<file path="src/rtl/hbs_pkg.sv">
package hbs_pkg;
  typedef enum logic [2:0] {
    OP_STORE_Y   = 3'd0,
    OP_STORE_X   = 3'd1,
    OP_STORE_AX  = 3'd2,
    OP_STORE_STK = 3'd3,
    OP_STORE_IND = 3'd4
  } hbs_op_e;

  typedef enum logic [1:0] {
    ST_IDLE = 2'd0,
    ST_ADD  = 2'd1,
    ST_RD   = 2'd2,
    ST_WR   = 2'd3
  } hbs_state_e;
endpackage

</file>
<file path="src/rtl/hbs_operand_sel.sv">
module hbs_operand_sel #(
  parameter int DATA_W = 8
) (
  input  logic [2:0]        op,
  input  logic [DATA_W-1:0] reg_a,
  input  logic [DATA_W-1:0] reg_x,
  input  logic [DATA_W-1:0] reg_y,
  output logic [DATA_W-1:0] index,
  output logic [DATA_W-1:0] value,
  output logic              loads_s,
  output logic              valid
);
  import hbs_pkg::*;

  always_comb begin
    index   = reg_y;
    value   = reg_a & reg_x;
    loads_s = 1'b0;
    valid   = 1'b1;
    case (op)
      OP_STORE_Y:   begin index = reg_x; value = reg_y; end
      OP_STORE_X:   value = reg_x;
      OP_STORE_AX:  ;
      OP_STORE_STK: loads_s = 1'b1;
      OP_STORE_IND: ;
      default:      valid = 1'b0;
    endcase
  end
endmodule

</file>
<file path="src/rtl/hbs_index_add.sv">
module hbs_index_add #(
  parameter int DATA_W = 8
) (
  input  logic [DATA_W-1:0] lo,
  input  logic [DATA_W-1:0] index,
  output logic [DATA_W-1:0] sum,
  output logic              carry
);
  logic [DATA_W:0] wide;
  assign wide  = {1'b0, lo} + {1'b0, index};
  assign sum   = wide[DATA_W-1:0];
  assign carry = wide[DATA_W];
endmodule

</file>
<file path="src/rtl/hbs_hi_fix.sv">
module hbs_hi_fix #(
  parameter int DATA_W = 8
) (
  input  logic [DATA_W-1:0] base_hi,
  input  logic              carry,
  input  logic [DATA_W-1:0] value,
  output logic [DATA_W-1:0] h_next,
  output logic [DATA_W-1:0] wr_hi
);
  assign h_next = base_hi + DATA_W'(1);
  assign wr_hi  = carry ? (h_next & value) : base_hi;
endmodule

</file>
<file path="src/rtl/hb_store_seq.sv">
module hb_store_seq #(
  parameter int DATA_W = 8,
  parameter int OP_W   = 3,
  localparam int ADDR_W = 2 * DATA_W
) (
  input  logic              clk,
  input  logic              rst,
  input  logic              start,
  input  logic [OP_W-1:0]   op,
  input  logic [DATA_W-1:0] reg_a,
  input  logic [DATA_W-1:0] reg_x,
  input  logic [DATA_W-1:0] reg_y,
  input  logic [DATA_W-1:0] reg_s,
  input  logic [ADDR_W-1:0] base,
  input  logic              rdy,
  output logic [ADDR_W-1:0] mem_addr,
  output logic              mem_rd,
  output logic              mem_wr,
  output logic [DATA_W-1:0] mem_wdata,
  output logic [DATA_W-1:0] s_out,
  output logic              done,
  output logic              busy
);
  import hbs_pkg::*;

  hbs_state_e        state_q;
  logic [DATA_W-1:0] idx_q, val_q, sum_q, h_q, s_q, wdata_q;
  logic [ADDR_W-1:0] base_q, addr_q;
  logic              ld_s_q, carry_q, wr_q, done_q;

  logic [DATA_W-1:0] sel_idx, sel_val, add_sum, h_calc, wr_hi;
  logic              sel_lds, sel_ok, add_carry;

  hbs_operand_sel #(.DATA_W(DATA_W)) u_sel (
    .op(op[2:0]), .reg_a(reg_a), .reg_x(reg_x), .reg_y(reg_y),
    .index(sel_idx), .value(sel_val), .loads_s(sel_lds), .valid(sel_ok)
  );

  hbs_index_add #(.DATA_W(DATA_W)) u_add (
    .lo(base_q[DATA_W-1:0]), .index(idx_q), .sum(add_sum), .carry(add_carry)
  );

  hbs_hi_fix #(.DATA_W(DATA_W)) u_fix (
    .base_hi(base_q[ADDR_W-1:DATA_W]), .carry(carry_q), .value(val_q),
    .h_next(h_calc), .wr_hi(wr_hi)
  );

  always_ff @(posedge clk) begin
    if (rst) begin
      state_q <= ST_IDLE;
      idx_q   <= '0;
      val_q   <= '0;
      sum_q   <= '0;
      h_q     <= '0;
      s_q     <= '0;
      wdata_q <= '0;
      base_q  <= '0;
      addr_q  <= '0;
      ld_s_q  <= 1'b0;
      carry_q <= 1'b0;
      wr_q    <= 1'b0;
      done_q  <= 1'b0;
    end else begin
      done_q <= 1'b0;
      case (state_q)
        ST_IDLE: begin
          if (start && sel_ok) begin
            idx_q   <= sel_idx;
            val_q   <= sel_val;
            ld_s_q  <= sel_lds;
            base_q  <= base;
            s_q     <= reg_s;
            state_q <= ST_ADD;
          end
        end
        ST_ADD: begin
          sum_q   <= add_sum;
          carry_q <= add_carry;
          addr_q  <= {base_q[ADDR_W-1:DATA_W], add_sum};
          state_q <= ST_RD;
        end
        ST_RD: begin
          h_q <= h_calc;
          if (rdy) begin
            addr_q  <= {wr_hi, sum_q};
            wdata_q <= val_q & h_calc;
            wr_q    <= 1'b1;
            if (ld_s_q) s_q <= val_q;
            state_q <= ST_WR;
          end
        end
        ST_WR: begin
          wr_q    <= 1'b0;
          done_q  <= 1'b1;
          state_q <= ST_IDLE;
        end
        default: state_q <= ST_IDLE;
      endcase
    end
  end

  assign mem_addr  = addr_q;
  assign mem_rd    = (state_q == ST_RD) && rdy;
  assign mem_wr    = wr_q;
  assign mem_wdata = wdata_q;
  assign s_out     = s_q;
  assign done      = done_q;
  assign busy      = (state_q != ST_IDLE);

  p_rd_needs_rdy_r3: assert property (@(posedge clk) disable iff (rst)
    mem_rd |-> rdy);
  p_addr_hold_stall_r3: assert property (@(posedge clk) disable iff (rst)
    (state_q == ST_RD && !rdy) |=> $stable(mem_addr));
  p_no_overlap_r1: assert property (@(posedge clk) disable iff (rst)
    !(mem_rd && mem_wr));
  p_done_after_write_r8: assert property (@(posedge clk) disable iff (rst)
    mem_wr |=> (done && !mem_wr));
  p_wdata_masked_r4: assert property (@(posedge clk) disable iff (rst)
    mem_wr |-> ((mem_wdata & ~h_q) == '0));
  p_hi_masked_r6: assert property (@(posedge clk) disable iff (rst)
    (mem_wr && carry_q) |-> ((mem_addr[ADDR_W-1:DATA_W] & ~h_q) == '0));
  p_low_kept_r6: assert property (@(posedge clk) disable iff (rst)
    $rose(mem_wr) |-> (mem_addr[DATA_W-1:0] == $past(mem_addr[DATA_W-1:0])));
  p_s_stable_r7: assert property (@(posedge clk) disable iff (rst)
    (busy && !ld_s_q) |=> $stable(s_out));
endmodule

</file>
<file path="config.mk">
export PLATFORM = sky130hd
export DESIGN_NAME = hb_store_seq
export DESIGN_NICKNAME = d
export VERILOG_FILES = /design/src/rtl/hbs_pkg.sv /design/src/rtl/hbs_operand_sel.sv /design/src/rtl/hbs_index_add.sv /design/src/rtl/hbs_hi_fix.sv /design/src/rtl/hb_store_seq.sv
export SDC_FILE = /design/constraint.sdc
export NUM_CORES = 1
export LEC_CHECK = 0
export BUFFER_PORTS_ARGS = -buffer_cell sky130_fd_sc_hd__buf_2
export CAP_MARGIN = 20
export CORE_UTILIZATION = 25
export DETAILED_ROUTE_END_ITERATION = 6
export GPL_ROUTABILITY_DRIVEN = 1
export GPL_TIMING_DRIVEN = 0
export PLACE_DENSITY_LB_ADDON = 0.25
export SLEW_MARGIN = 20
export SYNTH_ARGS = -nofsm -noshare
export SYNTH_HDL_FRONTEND = slang
export SYNTH_SLANG_ARGS = --single-unit
export TNS_END_PERCENT = 1
</file>
<file path="constraint.sdc">
create_clock -name clk -period 2.8 [get_ports clk]
set_input_delay 0.42 -clock clk [delete_from_list [all_inputs] [get_ports clk]]
set_output_delay 0.42 -clock clk [all_outputs]
set_load 0.005 [all_outputs]
</file>
==> impl_metrics.tcl, run 1 <==
set metrics [dict create \
    outcome "complete, but fails checks" \
    violations "DRC" \
    grt-ovfl-total 0 \
    rows 45 \
    nets 618 \
    fin_skew_ns 0.003937 \
    synth_common_cells "dfxtp_1, nand2_1, a21oi_1" \
    clkSinkCount 78 \
    fin_setup_tns_ns 0 \
    peakVddDrop_mv 0.3981 \
    dr_wl_met3_um 617 \
    max_freq_mhz 453.4 \
    synth_largest_area_cell "dfxtp_1" \
    top_layer "met4" \
    clk_pin_slew_ns 0.06 \
    yosysMostFrequentCell "dfxtp_1" \
    r2r_end "mem_addr[6]" \
    drive_above_1_share_pct 23.37 \
    period_needed_ns 2.206 \
    num_vias 3648 \
    io_buffers 90 \
    drt-met1-wl_um 6060 \
    grtUsageTotal_pct 15.27 \
    grt_max_degree 12 \
    fin_crit_sh_pct 78.77 \
    die_x_um 126.5 \
    crit_fanout 10 \
    grt_pass1_wl_um 18740 \
    cts_buffer_depth 2 \
    reg2reg_from "idx_q[0]" \
    ys_ff_latch 78 \
    detail-route-antenna-nets 0 \
    antenna_found_initial 0 \
    die_h_um 126.5 \
    yosysTopAreaCellShare_pct 40.32 \
    syn2layout_area_growth_pct 24.17 \
    core_sq_mm 0.01515 \
    synth_cells 447 \
    path_class "flip-flop to output pin" \
    routed_wl_um 12010 \
    top_level_ports 91 \
    synth_edf_count 0 \
    synth_cell_type_count 55 \
    startpoint "state_q[0]" \
    cp-endpoint "mem_rd" \
    synth_area_leaders "dfxtp_1, a21oi_1, nand2_1" \
    end_kind "output pin" \
    slew_viol_final 0 \
    grt_pass1_vias 3479 \
    power_leakage_nw 1.947 \
    dr_wl_met2_um 5137 \
    power-per-cell-area_mw_per_mm2 887.9 \
    maxCapViolations 0 \
    r2r_cells 6 \
    cts_inserted_buffers 9 \
    slew_headroom_pct 58.27 \
    htree_levels 3 \
    wl_per_cell_um 16.23 \
    async_flop_share_pct 0 \
    worst_slew_pin_slew_ns 0.6260 \
    synth_ff_type "dfxtp_1" \
    die_area_sq_mm 0.01599 \
    drt-initial-drc-count 199 \
    reg2reg_slack_ns 0.83 \
    min_path_type "primary input to flip-flop" \
    diodes 0 \
    required_ns 2.38 \
    yosysSeqAreaShare_pct 40.32 \
    hold_buffers 0 \
    syn_area_sq_mm 0.003872 \
    rsz0062_at_grt "no" \
    utilization_pct 31.75 \
    finalSetupViolCount 0 \
    arrival_ns 1.79 \
    hold_ws_ns 0.3183 \
    initial_utilization_pct 25.57 \
    hold_violations 0 \
    yosysWarnings 0 \
    vias_per_cell 4.930 \
    place_congestion 0.8100 \
    clock_latency_ns 0.34 \
    cts_resized 0 \
    firstDrtPassIters 6 \
    critPathLaunchType "flip-flop" \
    dp_hpwl_um 9485 \
    cts_setup_buffers 0 \
    drc 2 \
    cts-root-buf "clkbuf_16" \
    synth_nets 517 \
    hold_path_depth 3 \
    syn_area_per_cell_sq_um 8.663 \
    cts_tree "built" \
]
[placed cells by master, fill, tap and decap left out, drive strengths merged, types with 3 or more instances in the layout]
| cell type | instances |
|---|---|
| a211oi | 19 |
| a21o | 4 |
| a21oi | 49 |
| a221oi | 11 |
| a311oi | 12 |
| buf | 108 |
| clkbuf | 26 |
| dfxtp | 78 |
| ha | 14 |
| inv | 11 |
| mux2i | 22 |
| nand2 | 61 |
| nand2b | 4 |
| nand3 | 14 |
| nand3b | 3 |
| nand4b | 4 |
| nor2 | 37 |
| nor2b | 3 |
| nor3 | 12 |
| o211ai | 3 |
| o21ai | 15 |
| o22ai | 3 |
| xnor2 | 6 |
[critical path, cell delays in order (launching register included)]
cell,delay (ns)
dfxtp_1,0.34
inv_1,0.12
ha_1,0.21
nand2_2,0.15
inv_1,0.19
buf_2,0.28
buf_2,0.16
[cells by family after synthesis]
| group | after synthesis | synth area share [%] |
|---|---|---|
| buffers and inverters | 42 | 5.202 |
| DFF | 78 | 40.32 |
| xor gates and xnor gates | 8 | 1.809 |
| and+or+nand+nor | 151 | 18.35 |
| adders and majority gates | 15 | 5.040 |
| muxes | 22 | 5.687 |
| AOI/OAI and AO/OA | 131 | 23.59 |
[area by class of cell]
type / instances / area, sq um
buffer: 31 / 160.2
clock buffer: 13 / 240.2
clock inverter: 2 / 10.01
fill: 1609 / 10340
inverter: 11 / 41.29
multi-input combinational: 327 / 2110
sequential: 78 / 1562
tap: 188 / 235.2
timing repair buffer: 90 / 450.4
[registers in the layout (all words and copies together), names as in the netlist]
signal / cells
state_q: 2
mem_wr: 1
base_q: 16
idx_q: 8
done: 1
val_q: 8
mem_addr: 16
carry_q: 1
sum_q: 8
ld_s_q: 1
mem_wdata: 8
s_out: 8
[worst min path at each step]
| stage | from | end | slack [ns] |
|---|---|---|---|
| after floorplan | base_q[0] | base_q[0] | 0.44 |
| after global placement | mem_wdata[2] | mem_wdata[2] | 0.44 |
| after detailed placement | mem_wdata[3] | mem_wdata[3] | 0.45 |
| after CTS | base[10] | base_q[10] | 0.32 |
| after global routing | base[10] | base_q[10] | 0.33 |
| final | base[10] | base_q[10] | 0.32 |
[per-stage QoR]
step	instance area, sq um	cells	power [mW]	setup slack (ns)
finish	4808	740	4.269	0.5945
global route	4808	740	4.558	0.4719
CTS	4808	740	4.295	0.5922
detailed placement	4558	725	3.264	0.7450
global placement	4558	725	3.236	0.7737
floorplan	3872	447	2.666	1.057
[power by group]
| group | total, mW | switching (mW) | internal (mW) |
|---|---|---|---|
| sequential | 1.59 | 0.206 | 1.38 |
| combinational | 1.65 | 0.991 | 0.659 |
| clock | 1.03 | 0.440 | 0.593 |
| total | 4.27 | 1.64 | 2.63 |
[routing by layer]
layer / up-vias / track usage (%)
met5: - / 0
met4: 0 / 5.174
met3: 14 / 2.488
met2: 109 / 23.66
met1: 1684 / 21.41
li1: 1841 / -
Power figures use the tool's default switching activity.
==> run 2: changes to the inputs <==
==> constraint.sdc (replaced) <==
create_clock -name clk -period 2.05 [get_ports clk]
set_input_delay 0.3075 -clock clk [delete_from_list [all_inputs] [get_ports clk]]
set_output_delay 0.3075 -clock clk [all_outputs]
set_load 0.005 [all_outputs]
==> run 2 against run 1 <==
Against the previous run: the run still ends with DRC left; die area unchanged; hold slack got worse by 0.11 ns; register-to-register slack got worse by 0.72 ns; first-iteration DRC count increased by 0.50%; utilization increased by 0.26 points; final cell count unchanged; via count increased by 0.14%; setup slack got worse by 0.54 ns; clock-buffer cell count unchanged; global-route usage unchanged; largest power group unchanged; highest routed layer unchanged.
==> impl_metrics.tcl, run 2 (synthesized netlist as in run 1, its figures left out) <==
set metrics [dict create \
    grt_pass1_vias 3480 \
    power-per-cell-area_mw_per_mm2 1211 \
    finalSetupViolCount 0 \
    nets 618 \
    worst_slew_pin_slew_ns 0.6068 \
    diodes 0 \
    syn2layout_area_growth_pct 25.17 \
    max_freq_mhz 500.3 \
    arrival_ns 1.69 \
    power_leakage_nw 1.946 \
    required_ns 1.74 \
    slew_viol_final 0 \
    dp_hpwl_um 9485 \
    hold_buffers 0 \
    slew_headroom_pct 59.54 \
    hold_violations 0 \
    htree_levels 3 \
    min_path_type "primary input to flip-flop" \
    violations "DRC" \
    grtUsageTotal_pct 15.27 \
    fin_setup_tns_ns 0 \
    intPower_mw 3.612 \
    maxCapViolations 0 \
    cts_setup_buffers 0 \
    grt_max_degree 12 \
    cpPeakStageDelay_ns 0.38 \
    die_x_um 126.5 \
    outcome "complete, but fails checks" \
    cts_buffer_depth 2 \
    grt-ovfl-total 0 \
    worst_path_max_delay_cell "dfxtp_1" \
    drt-initial-drc-count 200 \
    rows 45 \
    grt_pass1_wl_um 18740 \
    die_h_um 126.5 \
    top_level_ports 91 \
    cts-root-buf "clkbuf_16" \
    cts_tree "built" \
    final_common_cell "buf_2" \
    critPathLaunchType "flip-flop" \
    detail-route-antenna-nets 0 \
    rsz0062_at_grt "yes" \
    fin_skew_ns 0.004582 \
    initial_utilization_pct 25.57 \
    vias_per_cell 4.936 \
    p_total_mw 5.871 \
    pwr-share-comb_pct 39.0 \
    path_cells "inv_1 -> ha_1 -> nand2_2 -> inv_2 -> buf_4 -> buf_2" \
    p_switching_mw 2.259 \
    clock_latency_ns 0.34 \
    mostFrequentLayoutCells "buf_2, dfxtp_1, nand2_1" \
    core_sq_mm 0.01515 \
    crit_fanout 10 \
    swShare_pct 38.47 \
    wl_per_cell_um 16.25 \
    io_buffers 90 \
    cts_inserted_buffers 9 \
    drive_above_1_share_pct 24.09 \
    period_needed_ns 1.999 \
    firstDrtPassIters 6 \
    path_class "flip-flop to output pin" \
    place_congestion 0.8100 \
    drc 2 \
    end_kind "output pin" \
    clkSinkCount 78 \
    p_seq_share_pct 36.9 \
    clock_power_share_pct 24.0 \
    fin_crit_sh_pct 97.50 \
    num_vias 3653 \
    routed_wl_um 12020 \
    clk_pin_slew_ns 0.06 \
    peakVddDrop_mv 0.5182 \
    die_area_sq_mm 0.01599 \
    antenna_found_initial 0 \
]
[run 2: cell counts in the layout (fill, tap and decap cells not counted)]
Identical to the previous run, type by type.
[run 2: worst max-delay path, delay by kind of cell (launching register included)]
kind | cells | cell delay, ns
DFF | 1 | 0.38
and+or+nand+nor | 1 | 0.18
buffers and inverters | 4 | 0.54
adders and majority gates | 1 | 0.24
[run 2: final cells by class]
class                           instances  area [sq um]
Tap cell                              188         235.2
Clock inverter                          2         10.01
Fill cell                            1601         10300
Sequential cell                        78          1562
Clock buffer                           13         240.2
Multi-Input combinational cell        327          2146
Inverter                               11         41.29
Buffer                                 31         162.7
Timing Repair Buffer                   90         450.4
[run 2: path summary, 6_finish.rpt]
| check | cells after the start | slack [ns] | endpoint | from |
|---|---|---|---|---|
| hold reg to reg | 2 | 0.45 | mem_wdata[3] | mem_wdata[3] |
| hold / removal | 3 | 0.21 | base_q[10] | base[10] |
| setup / recovery | 6 | 0.05 | mem_rd | state_q[0] |
| setup reg to reg | 6 | 0.11 | mem_addr[6] | idx_q[0] |
[run 2: through the flow]
step,hold slack (ns),instance area [sq um],utilization (%),std cells,worst slack (ns)
finish,0.2110,4847,32.00,740,0.05119
global route,0.2213,4847,32.00,740,-0.03838
CTS,0.2087,4811,31.76,740,0.009534
detailed placement,0.4480,4558,30.10,725,0.1075
global placement,0.4412,4558,30.10,725,0.1359
floorplan,0.4400,3872,-,447,0.3075
[run 2: layer usage]
| layer | vias to the layer above | GRT usage, % | share of wire [%] |
|---|---|---|---|
| met3 | 17 | 2.488 | 4.8 |
| met1 | 1696 | 21.41 | 51 |
| met5 | - | 0 | 0 |
| met4 | 0 | 5.174 | 1.7 |
| li1 | 1840 | - | - |
| met2 | 100 | 23.66 | 43 |
[run 2: timing repair]
action,4_1_cts,5_1_grt
gates resized for setup,1,7
gates cloned,0,0
setup endpoints to repair,1,11
[run 2: power groups by stage]
stage / sequential (mW) / clock [mW] / combinational, mW
2_1_floorplan: 2.12 / 0 / 1.52
3_3_place_gp: 2.19 / 0 / 2.23
3_5_place_dp: 2.20 / 0 / 2.25
4_1_cts: 2.17 / 1.43 / 2.27
5_1_grt: 2.21 / 1.50 / 2.55
6_report: 2.17 / 1.41 / 2.29
